[src/rtl/pwmc_pkg.sv]
package pwmc_pkg;

   typedef enum logic [1:0] {
      MODE_MODULUS   = 2'd0,
      MODE_SELF_PWM  = 2'd1,
      MODE_SHIFT_PWM = 2'd2,
      MODE_IDLE      = 2'd3
   } pwmc_mode_e;

   typedef enum logic [1:0] {
      CNT_HOLD = 2'd0,
      CNT_INC  = 2'd1,
      CNT_ONE  = 2'd2,
      CNT_ZERO = 2'd3
   } pwmc_cnt_op_e;

endpackage

[src/rtl/pwmc_counter.sv]
module pwmc_counter
   import pwmc_pkg::*;
#(
   parameter int W = 24
) (
   input  logic         clk,
   input  logic         rst_n,
   input  pwmc_cnt_op_e op,
   output logic [W-1:0] cnt
);

   localparam logic [W-1:0] ONE_V = W'(1);

   always_ff @(posedge clk or negedge rst_n) begin
      if (!rst_n) begin
         cnt <= '0;
      end else begin
         unique case (op)
            CNT_INC:  cnt <= cnt + ONE_V;
            CNT_ONE:  cnt <= ONE_V;
            CNT_ZERO: cnt <= '0;
            default:  cnt <= cnt;
         endcase
      end
   end

endmodule

[src/rtl/pwmc_dbuf.sv]
module pwmc_dbuf #(
   parameter int W = 24
) (
   input  logic         clk,
   input  logic         rst_n,
   input  logic         stage_we,
   input  logic         live_we,
   input  logic [W-1:0] wdata,
   input  logic         xfer,
   output logic [W-1:0] stage_q,
   output logic [W-1:0] live_q
);

   always_ff @(posedge clk or negedge rst_n) begin
      if (!rst_n) begin
         stage_q <= '0;
      end else if (stage_we) begin
         stage_q <= wdata;
      end
   end

   always_ff @(posedge clk or negedge rst_n) begin
      if (!rst_n) begin
         live_q <= '0;
      end else if (live_we) begin
         live_q <= wdata;
      end else if (xfer) begin
         live_q <= stage_q;
      end
   end


   live_write_chk: assert property (@(posedge clk) disable iff (!rst_n)
      live_we |=> live_q == $past(wdata));


   stage_write_chk: assert property (@(posedge clk) disable iff (!rst_n)
      stage_we |=> stage_q == $past(wdata));

endmodule

[src/rtl/pwmc_flag.sv]
module pwmc_flag (
   input  logic clk,
   input  logic rst_n,
   input  logic set,
   input  logic clr,
   output logic flag_q
);

   always_ff @(posedge clk or negedge rst_n) begin
      if (!rst_n) begin
         flag_q <= 1'b0;
      end else begin
         flag_q <= set | (flag_q & ~clr);
      end
   end


   set_wins_chk: assert property (@(posedge clk) disable iff (!rst_n)
      set |=> flag_q);


   clear_takes_chk: assert property (@(posedge clk) disable iff (!rst_n)
      (clr && !set) |=> !flag_q);

endmodule

[src/rtl/pwm_cmp_channel.sv]
module pwm_cmp_channel
   import pwmc_pkg::*;
#(
   parameter int CNT_W = 24
) (
   input  logic             clk,
   input  logic             rst_n,
   input  logic             wr_en,
   input  logic [1:0]       wr_sel,
   input  logic [CNT_W-1:0] wr_data,
   input  logic [1:0]       mode_sel,
   input  logic             polarity,
   input  logic             flag_on_lead,
   input  logic             flag_clr,
   output logic             pwm_out,
   output logic             flag,
   output logic [CNT_W-1:0] count
);

   localparam int NSLOT = 2;
   localparam int SLOT_A = 0;
   localparam int SLOT_B = 1;
   localparam logic [CNT_W-1:0] CNT_ONE_V = CNT_W'(1);

   initial begin
      assert (CNT_W >= 4 && CNT_W <= 32)
         else $error("pwm_cmp_channel: CNT_W must lie in 4..32");
   end

   pwmc_mode_e   mode_q;
   pwmc_mode_e   mode_now;
   logic         changing;
   logic         pwm_q;
   logic         out_d;
   logic         pend_q;
   logic         pend_d;
   logic         set_evt;
   pwmc_cnt_op_e cnt_op;
   logic [NSLOT-1:0] xfer;
   logic [CNT_W-1:0] stage [NSLOT];
   logic [CNT_W-1:0] live  [NSLOT];
   logic         hit_a;
   logic         hit_b;
   logic         hit_trig;

   assign mode_now = pwmc_mode_e'(mode_sel);
   assign changing = (mode_now != mode_q);

   // compare slots: A and B share one double-buffer structure
   for (genvar s = 0; s < NSLOT; s++) begin : g_slot
      localparam logic [1:0] STAGE_CODE = 2'(s);
      localparam logic [1:0] LIVE_CODE  = 2'(s + NSLOT);
      pwmc_dbuf #(.W(CNT_W)) u_buf (
         .clk      (clk),
         .rst_n    (rst_n),
         .stage_we (wr_en && (wr_sel == STAGE_CODE)),
         .live_we  (wr_en && (wr_sel == LIVE_CODE)),
         .wdata    (wr_data),
         .xfer     (xfer[s]),
         .stage_q  (stage[s]),
         .live_q   (live[s])
      );
   end

   pwmc_counter #(.W(CNT_W)) u_cnt (
      .clk   (clk),
      .rst_n (rst_n),
      .op    (cnt_op),
      .cnt   (count)
   );

   pwmc_flag u_flag (
      .clk    (clk),
      .rst_n  (rst_n),
      .set    (set_evt),
      .clr    (flag_clr),
      .flag_q (flag)
   );

   assign hit_a    = (count == live[SLOT_A]);
   assign hit_b    = (count == live[SLOT_B]);
   assign hit_trig = (count == stage[SLOT_A]);

   always_comb begin
      cnt_op  = CNT_HOLD;
      xfer    = '0;
      set_evt = 1'b0;
      out_d   = pwm_q;
      pend_d  = pend_q;
      if (changing) begin
         out_d  = ~polarity;
         pend_d = 1'b0;
      end else begin
         unique case (mode_q)
            MODE_MODULUS: begin
               out_d        = ~polarity;
               xfer[SLOT_A] = (count == CNT_ONE_V);
               if (hit_a) begin
                  cnt_op  = CNT_ONE;
                  set_evt = 1'b1;
               end else begin
                  cnt_op = CNT_INC;
               end
            end
            MODE_SELF_PWM: begin
               xfer[SLOT_A] = pend_q;
               xfer[SLOT_B] = pend_q;
               pend_d       = 1'b0;
               if (hit_b) begin
                  cnt_op  = CNT_ZERO;
                  out_d   = ~polarity;
                  pend_d  = 1'b1;
                  set_evt = 1'b1;
               end else begin
                  cnt_op = CNT_INC;
                  if (hit_a) begin
                     out_d   = polarity;
                     set_evt = flag_on_lead;
                  end
               end
            end
            MODE_SHIFT_PWM: begin
               cnt_op       = CNT_INC;
               xfer[SLOT_B] = hit_a;
               set_evt      = hit_trig;
               if (hit_b) begin
                  out_d = ~polarity;
               end else if (hit_a) begin
                  out_d = polarity;
               end
            end
            default: begin
               out_d = ~polarity;
            end
         endcase
      end
   end

   always_ff @(posedge clk or negedge rst_n) begin
      if (!rst_n) begin
         mode_q <= MODE_IDLE;
         pwm_q  <= 1'b0;
         pend_q <= 1'b0;
      end else begin
         mode_q <= mode_now;
         pwm_q  <= out_d;
         pend_q <= pend_d;
      end
   end

   assign pwm_out = pwm_q;


   mod_reload_chk: assert property (@(posedge clk) disable iff (!rst_n)
      (!changing && mode_q == MODE_MODULUS && hit_a) |=> (count == CNT_ONE_V && flag));


   pwm_trail_chk: assert property (@(posedge clk) disable iff (!rst_n)
      (!changing && mode_q == MODE_SELF_PWM && hit_b)
         |=> (count == '0 && pwm_out == !$past(polarity)));


   pwm_b_copy_chk: assert property (@(posedge clk) disable iff (!rst_n)
      (!changing && mode_q == MODE_SELF_PWM && pend_q && !(wr_en && wr_sel == 2'd3))
         |=> live[SLOT_B] == $past(stage[SLOT_B]));


   trig_flag_chk: assert property (@(posedge clk) disable iff (!rst_n)
      (!changing && mode_q == MODE_SHIFT_PWM && hit_trig) |=> flag);


   mode_switch_chk: assert property (@(posedge clk) disable iff (!rst_n)
      changing |=> (pwm_out == !$past(polarity) && $stable(count)));


   idle_hold_chk: assert property (@(posedge clk) disable iff (!rst_n)
      (!changing && mode_q == MODE_IDLE) |=> ($stable(count) && !$rose(flag)));

endmodule

[config.mk]
export PLATFORM = sky130hd
export DESIGN_NAME = pwm_cmp_channel
export DESIGN_NICKNAME = d
export VERILOG_FILES = /design/src/rtl/pwmc_pkg.sv /design/src/rtl/pwmc_counter.sv /design/src/rtl/pwmc_dbuf.sv /design/src/rtl/pwmc_flag.sv /design/src/rtl/pwm_cmp_channel.sv
export SDC_FILE = /design/constraint.sdc
export NUM_CORES = 1
export LEC_CHECK = 0
export BUFFER_PORTS_ARGS = -buffer_cell sky130_fd_sc_hd__buf_4
export CAP_MARGIN = 20
export CORE_ASPECT_RATIO = 1.2
export CORE_MARGIN = 1
export CORE_UTILIZATION = 64
export DETAILED_ROUTE_END_ITERATION = 8
export PLACE_DENSITY = 0.85
export SLEW_MARGIN = 20
export SYNTH_ARGS = -nofsm -noshare
export SYNTH_HDL_FRONTEND = slang
export SYNTH_SLANG_ARGS = --single-unit
[constraint.sdc]
create_clock -name clk -period 3.46 [get_ports clk]
set_clock_uncertainty 0.1 [all_clocks]
set_input_delay 0 -clock clk [delete_from_list [all_inputs] [get_ports clk]]
set_output_delay 0 -clock clk [all_outputs]
set_load 0.1 [all_outputs]
After elaboration in Yosys (flattened, before gate mapping)
Index checks and enable logic that the tools add are counted.

Register bits after elaboration: 125. Bits in read-only memories: 0. Latch bits: 0. Input port bits: 34. Memory bits (writable): 0. Word-level logic and storage cells: 63. Memories: 0. Output and inout bits: 26.

Divide/modulo/power cells: 0. Mux-type cells: 24. Multiply operators: 0. Add/sub/neg operators: 1. Equal/unequal tests: 14. Order comparisons: 0. Bitwise operators: 4. Shift-type cells: 0. Reduce and logical (&&, ||, !) cells: 11.

Operators with widths (count): $mux W24 (4); $eq A24 B24 Y1 (3); $pmux W24 S3 (1); $add A24 B1 Y24 const B (1); $eq A24 B1 Y1 const B (1); $mux W1 (11); $eq A2 B2 Y1 const B (5); $mux W2 (4); $eq A2 B1 Y1 const B (3); $pmux W2 S3 (1); $reduce_bool A2 Y1 (3); $logic_and A1 B1 Y1 (4); $logic_not A2 Y1 (2); $ne A4 B1 Y1 const B (1); $pmux W1 S2 (2); $pmux W1 S3 (1); $reduce_bool A3 Y1 (1); $ne A2 B2 Y1 (1); $not A1 Y1 (2); $reduce_or A2 Y1 (1); $and A1 B1 Y1 (1); $or A1 B1 Y1 (1).

Depth between registers and ports, before layout
Gate-level depths: netlist of the first run.

Word-level depth: 6. Mapped depth: 11. Gate-level depth less buffers: 9.

Hierarchy
From an unflattened synthesis of the first run, not the netlist that was laid out.

Cells, all modules: 587. Area, all modules: 6718.9 um2.

By module, submodules not included: pwmc_dbuf (times used 2, area an instance 2124.5 um2, cells an instance 155, seq. area each 1201.2 um2); pwmc_counter (times used 1, area an instance 1241.2 um2, cells an instance 129, seq. area each 600.6 um2); pwm_cmp_channel (times used 1, area an instance 1192.4 um2, cells an instance 145, seq. area each 102.6 um2); pwmc_flag (times used 1, area an instance 36.3 um2, cells an instance 3, seq. area each 25.0 um2).

Worst setup path after synthesis of the first run
OpenSTA, ideal clock, no wires.

Kind: reg2reg. Start: reg u_cnt.cnt[0]. End: reg g_slot[1].u_buf.live_q[10]. Data required time: 3228 ps. Clock period less this slack: 2861 ps. Path buffers: 3. Slack: 599 ps. Stages on the path, launching flop included: 11. Arrival time: 2629 ps. Library setup time: 132 ps. Path through: dfrtp_1 buf_2 xor2_1 nor4_1 nand4_2 nor2_2 a31oi_1 buf_2 buf_2 nand2_1 o21ai_1.

Word-level cells in the longest chain between the ends: 4.

Ends and longest elaborated chain: start, declared (RTL line pwmc_counter.sv:9) `output logic [W-1:0] cnt`; start signal, assigned (RTL line pwmc_counter.sv:19) `CNT_INC: cnt <= cnt + ONE_V;`; start signal, assigned (RTL line pwmc_counter.sv:22) `default: cnt <= cnt;`; $eq A24 B24 Y1 (RTL line pwm_cmp_channel.sv:80) `assign hit_a = (count == live[SLOT_A]);`; $pmux W1 S2 (RTL line pwm_cmp_channel.sv:94) `unique case (mode_q)`; $mux W2 (RTL line pwm_cmp_channel.sv:90) `if (changing) begin`; $reduce_bool A2 Y1 (no source line); end signal, assigned (RTL line pwmc_dbuf.sv:26) `live_q <= wdata;`; end signal, assigned (RTL line pwmc_dbuf.sv:28) `live_q <= stage_q;`; end, declared (RTL line pwmc_dbuf.sv:11) `output logic [W-1:0] live_q`.

Every way passes these cells. A chain may end at the register's enable or synchronous reset.

Worst setup path after layout of the first run
Start: reg u_cnt.cnt[20]. End: reg u_flag.flag_q.

Word-level cells in the longest chain between the ends: 6. Elaborated cells on any way between the ends: 9. Classes of those cells: eq/ne (3); mux (5); bitwise (1).

Ends and longest elaborated chain: $eq A24 B24 Y1 (RTL line pwm_cmp_channel.sv:80); $mux W1 (RTL line pwm_cmp_channel.sv:116) `if (hit_a) begin`; $mux W1 (RTL line pwm_cmp_channel.sv:109) `if (hit_b) begin`; $pmux W1 S3 * (RTL line pwm_cmp_channel.sv:94); $mux W1 * (RTL line pwm_cmp_channel.sv:90); $or A1 B1 Y1 * (RTL line pwmc_flag.sv:13) `flag_q <= set | (flag_q & ~clr);`; end signal, assigned (RTL line pwmc_flag.sv:13); end, declared (RTL line pwmc_flag.sv:6) `output logic flag_q`.

Mark *: on every way between the ends. The rest lies on a longest branch, timed or not.

==> results of run 1 <==
[cell type report]
cell class	count	area, µm²	area share, %
multi-input combinational	441	3246	40.52
sequential	125	3131	39.08
timing repair buffer	100	842.1	10.51
clock buffer	21	450.4	5.623
tap	126	157.7	1.968
clock inverter	11	142.6	1.781
inverter	11	41.29	0.5155
[final timing paths]
path,start,end,slack [ps],cells after the start
hold reg to reg,g_slot[0].u_buf.live_q[8],g_slot[0].u_buf.live_q[8],400,2
setup / recovery,u_cnt.cnt[20],u_flag.flag_q,260,8
max in group asynchronous,rst_n,u_cnt.cnt[7],2460,3
min in group clk,wr_sel[0],g_slot[0].u_buf.stage_q[22],160,4
hold / removal,rst_n,u_cnt.cnt[23],80,2
setup reg to reg,u_cnt.cnt[20],u_flag.flag_q,260,8
[layer usage]
metal  track usage (%)  vias up
li1                  -     2338
met1             47.10     2700
met2             59.42      346
met3             8.400      100
met4             19.29        0
met5                 0        -
[through the flow]
step	util [%]	instance area, µm²	hold slack (ps)	instances
3_3_place_gp	70.71	7113	24.23	773
2_1_floorplan	-	6623	-395.6	625
6_report	79.63	8010	81.76	835
3_5_place_dp	70.71	7113	29.98	773
4_1_cts	79.59	8006	148.2	835
5_1_grt	79.63	8010	169.3	835
[sequential cells by signal, indices dropped and copies added, names as in the netlist]
| register | cells |
|---|---|
| g_slot.u_buf.live_q | 48 |
| pwm_out | 1 |
| mode_q | 2 |
| g_slot.u_buf.stage_q | 48 |
| u_flag.flag_q | 1 |
| u_cnt.cnt | 24 |
| pend_q | 1 |
[cell usage in the layout, fill, tap and decap left out, types with 14 or more instances in the layout]
| cell type | Yosys | final |
|---|---|---|
| buf_4 | 2 | 68 |
| clkbuf_16 | 0 | 17 |
| dfrtp_1 | 123 | 123 |
| dlygate4sd3_1 | 0 | 30 |
| mux2_2 | 48 | 48 |
| mux2i_1 | 51 | 51 |
| nand2_1 | 64 | 64 |
| nor2_1 | 14 | 14 |
| nor4_1 | 20 | 20 |
| o21ai_0 | 26 | 26 |
| o21ai_1 | 36 | 36 |
| xnor2_1 | 15 | 15 |
| xor2_1 | 68 | 68 |
[cells in the mapped netlist, types with 2 or more instances]
cell      instances
buf_2            24
clkbuf_1         21
ha_1              6
and3_1            8
nor3_1            4
o21ai_1          36
a21oi_1          12
o21ai_0          26
or3_1             7
nor4_1           20
mux2_2           48
dfrtp_1         123
nand3_1          13
xnor2_1          15
or4_1             3
nand3b_1          3
inv_1            11
mux2i_1          51
and4_1            2
o211ai_1          7
dfstp_2           2
xor2_1           68
buf_4             2
o21a_1            2
nand4_1           9
nor2_1           14
nand2_1          64
[worst max-delay path, delay by kind of cell, from the launching register on]
| kind | cells | cell delay, ps |
|---|---|---|
| buffers and inverters | 1 | 570 |
| flip-flops | 1 | 540 |
| AO/OA/AOI/OAI | 3 | 590 |
| XOR/XNOR | 1 | 230 |
| AND/OR/NAND/NOR | 3 | 1120 |
[cells by family (layout without fill, tap and decap cells)]
| group | after synthesis | after routing | synth area share, % |
|---|---|---|---|
| compound gates | 98 | 98 | 8.861 |
| fa+ha+maj | 6 | 6 | 1.134 |
| flops | 125 | 125 | 47.27 |
| xor+xnor | 83 | 83 | 10.98 |
| mux | 99 | 99 | 15.87 |
| simple gates | 155 | 155 | 11.86 |
| buf+inv | 59 | 143 | 4.024 |
[repair_timing]
| item | CTS | global route |
|---|---|---|
| setup buffers | 0 | 0 |
| hold buffers | 30 | 0 |
| endpoints found under the hold margin | 174 | 0 |
[power by group]
group          leakage (µW)  switching (µW)  internal [µW]
sequential          0.00155             293           1720
clock              0.000287             654           1150
combinational       0.00215             635            430
total               0.00398            1580           3300
==> impl_metrics.json, run 1 <==
{
  "viasPerCell": 6.568,
  "yosys_most_used_dff": "dfrtp_1",
  "cp-start-kind": "register",
  "grtUsageTotal_pct": 37.16,
  "status": "complete, no violations",
  "cts_buffers": 17,
  "initial_utilization_pct": 65.83,
  "grt_max_degree": 77,
  "min_period_ps": 3203,
  "place_ws_ps": 732.6,
  "period_share_pct": 92.56,
  "clkLatencyLatePin_ps": 420,
  "ys_top_cells_by_area": "dfrtp_1 (46%), xor2_1 (9.0%), mux2_2 (8.2%)",
  "io_buffers": 59,
  "grt_pass1_wl_um": 29220,
  "diodes": 0,
  "tritoncts": "built",
  "root_buffer": "clkbuf_16",
  "tightest_slew_ps": 884.9,
  "syn_area_per_cell_um2": 10.60,
  "crit_arrival_ps": 3460,
  "syn_inst": 625,
  "cp-end-kind": "register",
  "synth_cell_types": 51,
  "fp-row-count": 40,
  "yosysWarnings": 0,
  "num_vias": 5484,
  "core_um2": 10060,
  "rsz0062_at_grt": "no",
  "synth_largest_area_cell": "dfrtp_1",
  "drt_iter0_drc": 566,
  "synth_seq_area_share_pct": 47.27,
  "crit_type": "register to register",
  "first_global_vias": 5439,
  "drt_wl_total_um": 18510,
  "wl_per_cell_um": 22.17,
  "met3_length_um": 1520,
  "route.met2.wl_um": 8910,
  "drv_cap": 0,
  "place.gp.congestion": 0.9255,
  "syn_to_final_growth_pct": 20.95,
  "worstPathMaxFanout": 8,
  "ir_worst_vdd_v": 0.0004704,
  "htree_levels": 4,
  "die_w_um": 94.86,
  "clockBufferDepth": 2,
  "slowest_delay_ps": 570,
  "highest_layer": "met4",
  "worstPathCellList": "xor2_1 > nor4_1 > nand4_2 > nor2_2 > a21o_1 > a311oi_1 > o22ai_1 > dlygate4sd3_1",
  "n_fill_cell": 571,
  "fin_ws_ps": 257.3,
  "drive_gt1_share_pct": 22.28,
  "cts_resized": 0,
  "num_io_pins": 60,
  "ys_seq_elements": 125,
  "die_area_um2": 10760,
  "synth_top_area_share_pct": 46.48,
  "clkTransAtPathRegs_ps": 60,
  "critPathSlowestCell": "dlygate4sd3_1",
  "synth.net_count": 665,
  "timing.fmax_ghz": 0.3122,
  "synthArstFlopShare_pct": 100.0,
  "final_nets": 736,
  "setup_viol": 0,
  "dieHeight_um": 113.4,
  "drc_errors": 0,
  "hold_viol": 0,
  "p_leak_uw": 0.003981,
  "synth-edff-count": 0,
  "hpwl_um": 11850,
  "relSlewSlack_pct": 40.83,
  "setup-tns-final_ps": 0,
  "drt-met1-wl_um": 7029,
  "ant_nets": 0,
  "clock-sinks": 125,
  "drt_pass1_iterations": 8,
  "grt-ovfl-total": 0,
  "power_density_nw_per_um2": 609.4,
  "antenna_found_initial": 0,
  "critPathRequiredTime_ps": 3720,
  "syn_area_um2": 6623,
  "hold_class": "primary input to asynchronous set/reset pin",
  "report.final.slew_viol_count": 0,
  "finalPower_uw": 4881
}
Note: power is estimated with default switching activity, not from simulation.
==> inputs of run 2 (changes only) <==
CORE_UTILIZATION = 60   (was 64)
CTS_CLUSTER_DIAMETER = 60   (was default)
PLACE_DENSITY = 0.8   (was 0.85)
SETUP_SLACK_MARGIN = 0.4   (was default)
clock period = 3.4 ns   (was 3.46 ns; I/O delays follow)
==> impl_metrics.json, run 2 (synthesized netlist as in run 1, its figures left out) <==
{
  "status": "finished, violations left",
  "violations": "design-rule violations",
  "rsz0062_at_grt": "no",
  "place.gp.congestion": 0.9478,
  "core_um2": 10620,
  "period_share_pct": 83.44,
  "report.final.slew_viol_count": 0,
  "hold_class": "primary input to asynchronous set/reset pin",
  "worstPathCellList": "xor2_1 > nor4_1 > nand4_2 > nor2_4 > a21o_1 > a311oi_1 > o22ai_1 > dlygate4sd3_1",
  "antenna_found_initial": 0,
  "first_global_vias": 5247,
  "setup-tns-final_ps": 0,
  "syn_to_final_growth_pct": 21.41,
  "p_sw_share_pct": 31.59,
  "hold_viol": 0,
  "num_io_pins": 60,
  "crit_type": "register to register",
  "setup_viol": 0,
  "pwr-share-clk_pct": 37.6,
  "root_buffer": "clkbuf_16",
  "cp-start-kind": "register",
  "place_ws_ps": 640.3,
  "min_period_ps": 2837,
  "slowest_delay_ps": 560,
  "fin_hold_ws_ps": 71.75,
  "fp-row-count": 41,
  "grt-ovfl-total": 0,
  "grt_pass1_wl_um": 27670,
  "relSlewSlack_pct": 50.45,
  "die_area_um2": 11460,
  "clkTransAtPathRegs_ps": 60,
  "wl_per_cell_um": 20.56,
  "drv_cap": 0,
  "drt_iter0_drc": 425,
  "dieHeight_um": 117.1,
  "cts_buffers": 17,
  "grtUsageTotal_pct": 32.14,
  "top_regs": "g_slot.u_buf.live_q: 48 flops, g_slot.u_buf.stage_q: 48 flops, u_cnt.cnt: 24 flops",
  "worstPathMaxFanout": 8,
  "timing.fmax_ghz": 0.3525,
  "drt_pass1_iterations": 7,
  "crit_buf_inv": 1,
  "cp-end-kind": "register",
  "power_density_nw_per_um2": 617.9,
  "crit_arrival_ps": 3090,
  "p_leak_uw": 0.003973,
  "final_cell_mix": "dfrtp_1 (120), xor2_1 (68), buf_4 (68)",
  "final_nets": 734,
  "critPathRequiredTime_ps": 3660,
  "viasPerCell": 6.111,
  "die_w_um": 97.91,
  "ant_nets": 0,
  "diodes": 0,
  "postCtsSetupBuffers": 0,
  "htree_levels": 4,
  "drive_gt1_share_pct": 23.34,
  "grt_max_degree": 58,
  "drt_wl_total_um": 17190,
  "io_buffers": 59,
  "num_vias": 5109,
  "hpwl_um": 11910,
  "path_delay_family": "simple AND/OR/NAND/NOR gates",
  "clkLatencyLatePin_ps": 420,
  "clock-sinks": 125,
  "power.share.sequential_pct": 41.3,
  "tritoncts": "built",
  "critPathSlowestCell": "dlygate4sd3_1",
  "drc_errors": 8,
  "initial_utilization_pct": 62.37,
  "clockBufferDepth": 2,
  "power_frac_comb_pct": 21.1,
  "ir_worst_vdd_v": 0.0003981,
  "final_common_cell": "dfrtp_1",
  "switchingPower_uw": 1569,
  "fin_ws_ps": 563.1,
  "power.internal_uw": 3399,
  "tightest_slew_ps": 738.8
}
-- run 2: final timing paths --
kind                                             startpoint                           to  slack, ps  cells after the start
max in group asynchronous                             rst_n   g_slot[0].u_buf.stage_q[6]       2080                      3
worst max register to register                u_cnt.cnt[20]                u_flag.flag_q        560                      8
worst min-delay path                                  rst_n                u_cnt.cnt[15]         70                      2
min in group clk                                mode_sel[0]                    mode_q[0]        170                      2
worst min register to register  g_slot[1].u_buf.stage_q[20]  g_slot[1].u_buf.stage_q[20]        400                      1
worst max-delay path                          u_cnt.cnt[20]                u_flag.flag_q        560                      8
-- run 2: power by group through the flow --
| stage | Clock (µW) | Combinational [µW] | Sequential (µW) |
|---|---|---|---|
| floorplan | 0 | 612 | 2110 |
| global placement | 0 | 952 | 2050 |
| detailed placement | 0 | 988 | 2070 |
| CTS | 1890 | 1020 | 2040 |
| global route | 1940 | 1140 | 2080 |
| finish | 1870 | 1050 | 2050 |
-- run 2: routing by layer --
layer	up-vias	share of wire, %	global-route usage [%]
met5	-	0	0
met4	0	1.9	12.63
met3	32	5.5	6.770
met2	174	52	55.45
met1	2572	41	39.98
li1	2331	-	-
-- run 2: through the flow --
step           utilization, %  power, µW  cell area, µm²  std cells
2_1_floorplan               -       2717            6623        625
3_3_place_gp            66.76       3002            7089        774
3_5_place_dp            66.76       3054            7089        774
4_1_cts                 75.35       4951            8001        836
5_1_grt                 75.72       5160            8040        836
6_report                75.72       4968            8040        836
-- run 2: layout make-up --
| class | instances | area [µm²] |
|---|---|---|
| Multi-Input combinational cell | 441 | 3281 |
| Inverter | 11 | 41.29 |
| Fill cell | 700 | 2579 |
| Clock inverter | 10 | 137.6 |
| Tap cell | 129 | 161.4 |
| Sequential cell | 125 | 3134 |
| Clock buffer | 22 | 474.2 |
| Timing Repair Buffer | 98 | 810.8 |
-- run 2: worst register-to-register path, cell delays in order (launching register included) --
cell           delay, ps
dfrtp_1              510
xor2_1               220
nor4_1               390
nand4_2              270
nor2_4               260
a21o_1               250
a311oi_1              90
o22ai_1              120
dlygate4sd3_1        560
-- run 2: timing repair --
item / CTS / global route
hold endpoints to repair: 156 / 0
endpoints found under the setup margin: 0 / 2
hold buffers: 30 / 0
resized for setup: 0 / 9
==> inputs of run 3 (changes only) <==
CORE_UTILIZATION = 54   (was 60)
PLACE_DENSITY = 0.76   (was 0.8)
clock period = 2.6 ns   (was 3.4 ns; I/O delays follow)
==> impl_metrics.json, run 3 (synthesized netlist as in run 1, its figures left out) <==
{
  "fin_util_pct": 81.51,
  "fp-row-count": 43,
  "num_io_pins": 60,
  "root_buffer": "clkbuf_16",
  "relSlewSlack_pct": 50.92,
  "switchingPower_uw": 2525,
  "final_nets": 808,
  "period_share_pct": 95.26,
  "htree_levels": 4,
  "finalNonFillerCells": 938,
  "io_buffers": 59,
  "final_cell_mix": "buf_4 (110), dfrtp_1 (99), xor2_1 (60)",
  "clkTransAtPathRegs_ps": 60,
  "syn_to_final_growth_pct": 44.36,
  "drive_gt1_share_pct": 44.43,
  "rsz0062_at_grt": "yes",
  "place.gp.congestion": 0.9500,
  "clkLatencyLatePin_ps": 430,
  "die_area_um2": 12710,
  "cp-start-kind": "register",
  "first_global_vias": 5590,
  "die_w_um": 103.1,
  "worstPathMaxFanout": 12,
  "regToRegSetupSlack_ps": 120,
  "crit_type": "register to register",
  "setup_viol": 0,
  "grt_max_degree": 54,
  "ant_nets": 0,
  "drc_errors": 0,
  "diodes": 0,
  "tightest_slew_ps": 736.1,
  "cts_buffers": 17,
  "power.internal_uw": 4759,
  "dpl.cell_count": 820,
  "ir_worst_vdd_v": 0.0006724,
  "drt_iter0_drc": 560,
  "viasPerCell": 6.323,
  "pwr-share-clk_pct": 33.7,
  "critPathRequiredTime_ps": 2840,
  "timing.fmax_ghz": 0.4038,
  "initial_utilization_pct": 56.46,
  "grtUsageTotal_pct": 34.37,
  "power_density_nw_per_um2": 761.9,
  "report.final.slew_viol_count": 0,
  "cp-end-kind": "register",
  "num_vias": 5931,
  "top_regs": "g_slot.u_buf.live_q: 48 flops, g_slot.u_buf.stage_q: 48 flops, u_cnt.cnt: 24 flops",
  "final_common_cell": "buf_4",
  "min_period_ps": 2477,
  "hold_class": "primary input to asynchronous set/reset pin",
  "core_um2": 11730,
  "tritoncts": "built",
  "hold_viol": 0,
  "power_frac_comb_pct": 28.8,
  "dieHeight_um": 123.3,
  "hpwl_um": 12700,
  "antenna_found_initial": 0,
  "crit_arrival_ps": 2710,
  "power.share.sequential_pct": 37.6,
  "wl_per_cell_um": 25.00,
  "grt_pass1_wl_um": 30950,
  "setup-tns-final_ps": 0,
  "drv_cap": 0,
  "clockBufferDepth": 2,
  "drt_pass1_iterations": 5,
  "clock-sinks": 125,
  "p_sw_share_pct": 34.66,
  "drt_wl_total_um": 23450,
  "grt-ovfl-total": 0,
  "status": "complete, no violations",
  "p_leak_uw": 0.004568
}
## run 3: power by group through the flow
stage / Clock [µW] / Combinational [µW] / Sequential [µW]
6_report: 2450 / 2100 / 2740
5_1_grt: 2540 / 2200 / 2760
4_1_cts: 2420 / 1650 / 2650
3_5_place_dp: 0 / 1370 / 2710
3_3_place_gp: 0 / 1340 / 2690
2_1_floorplan: 0 / 859 / 2780
## run 3: critical path: stages, from the launching register on
cell	delay (ps)
dfrtp_4	550
xor2_4	220
nor4_4	320
nand2_1	110
buf_6	160
nor2_4	160
a31oi_4	200
buf_12	200
buf_16	150
o21ai_1	210
## run 3: stage by stage
stage	instance area (µm²)	total power (µW)	setup slack [ps]	hold slack (ps)
after global placement	7411	4030	77.89	-11.47
after global routing	9560	7502	30.93	134.2
after floorplan	6868	3641	134.2	-395.6
final	9560	7284	123.3	80.18
after detailed placement	7411	4081	53.60	-4.488
after CTS	8865	6723	288.1	99.99
## run 3: path summary, 6_finish.rpt
check,startpoint,to,cells after the start
min in group clk,mode_sel[1],mode_q[1],2
min reg2reg,g_slot[1].u_buf.stage_q[20],g_slot[1].u_buf.stage_q[20],1
min,rst_n,u_cnt.cnt[23],2
max reg2reg,u_cnt.cnt[2],g_slot[1].u_buf.live_q[21],9
max,u_cnt.cnt[2],g_slot[1].u_buf.live_q[21],9
max in group asynchronous,rst_n,g_slot[0].u_buf.live_q[23],3
## run 3: cell type report
cell class	count	area, µm²
clock buffers	23	498.0
clock inverters	9	108.9
fillers	629	2168
inverters	11	43.79
multi-input cells	443	3826
flip-flops and latches	125	3221
well taps	157	196.4
repair buffers	170	1667
## run 3: repair_timing
action | 4_1_cts | 5_1_grt
resized for setup | 33 | 109
setup endpoints to repair | 60 | 74
pin swaps | 14 | 28
gates cloned | 6 | 7
setup buffers | 27 | 16
hold endpoints to repair | 151 | 0
hold buffers | 30 | 0
## run 3: per-layer routing
layer,up-vias,global-route usage [%],wire [µm]
li1,2488,-,-
met1,2975,42.43,8622
met2,364,55.67,11380
met3,104,8.310,2113
met4,0,18.05,1329
met5,-,0,0
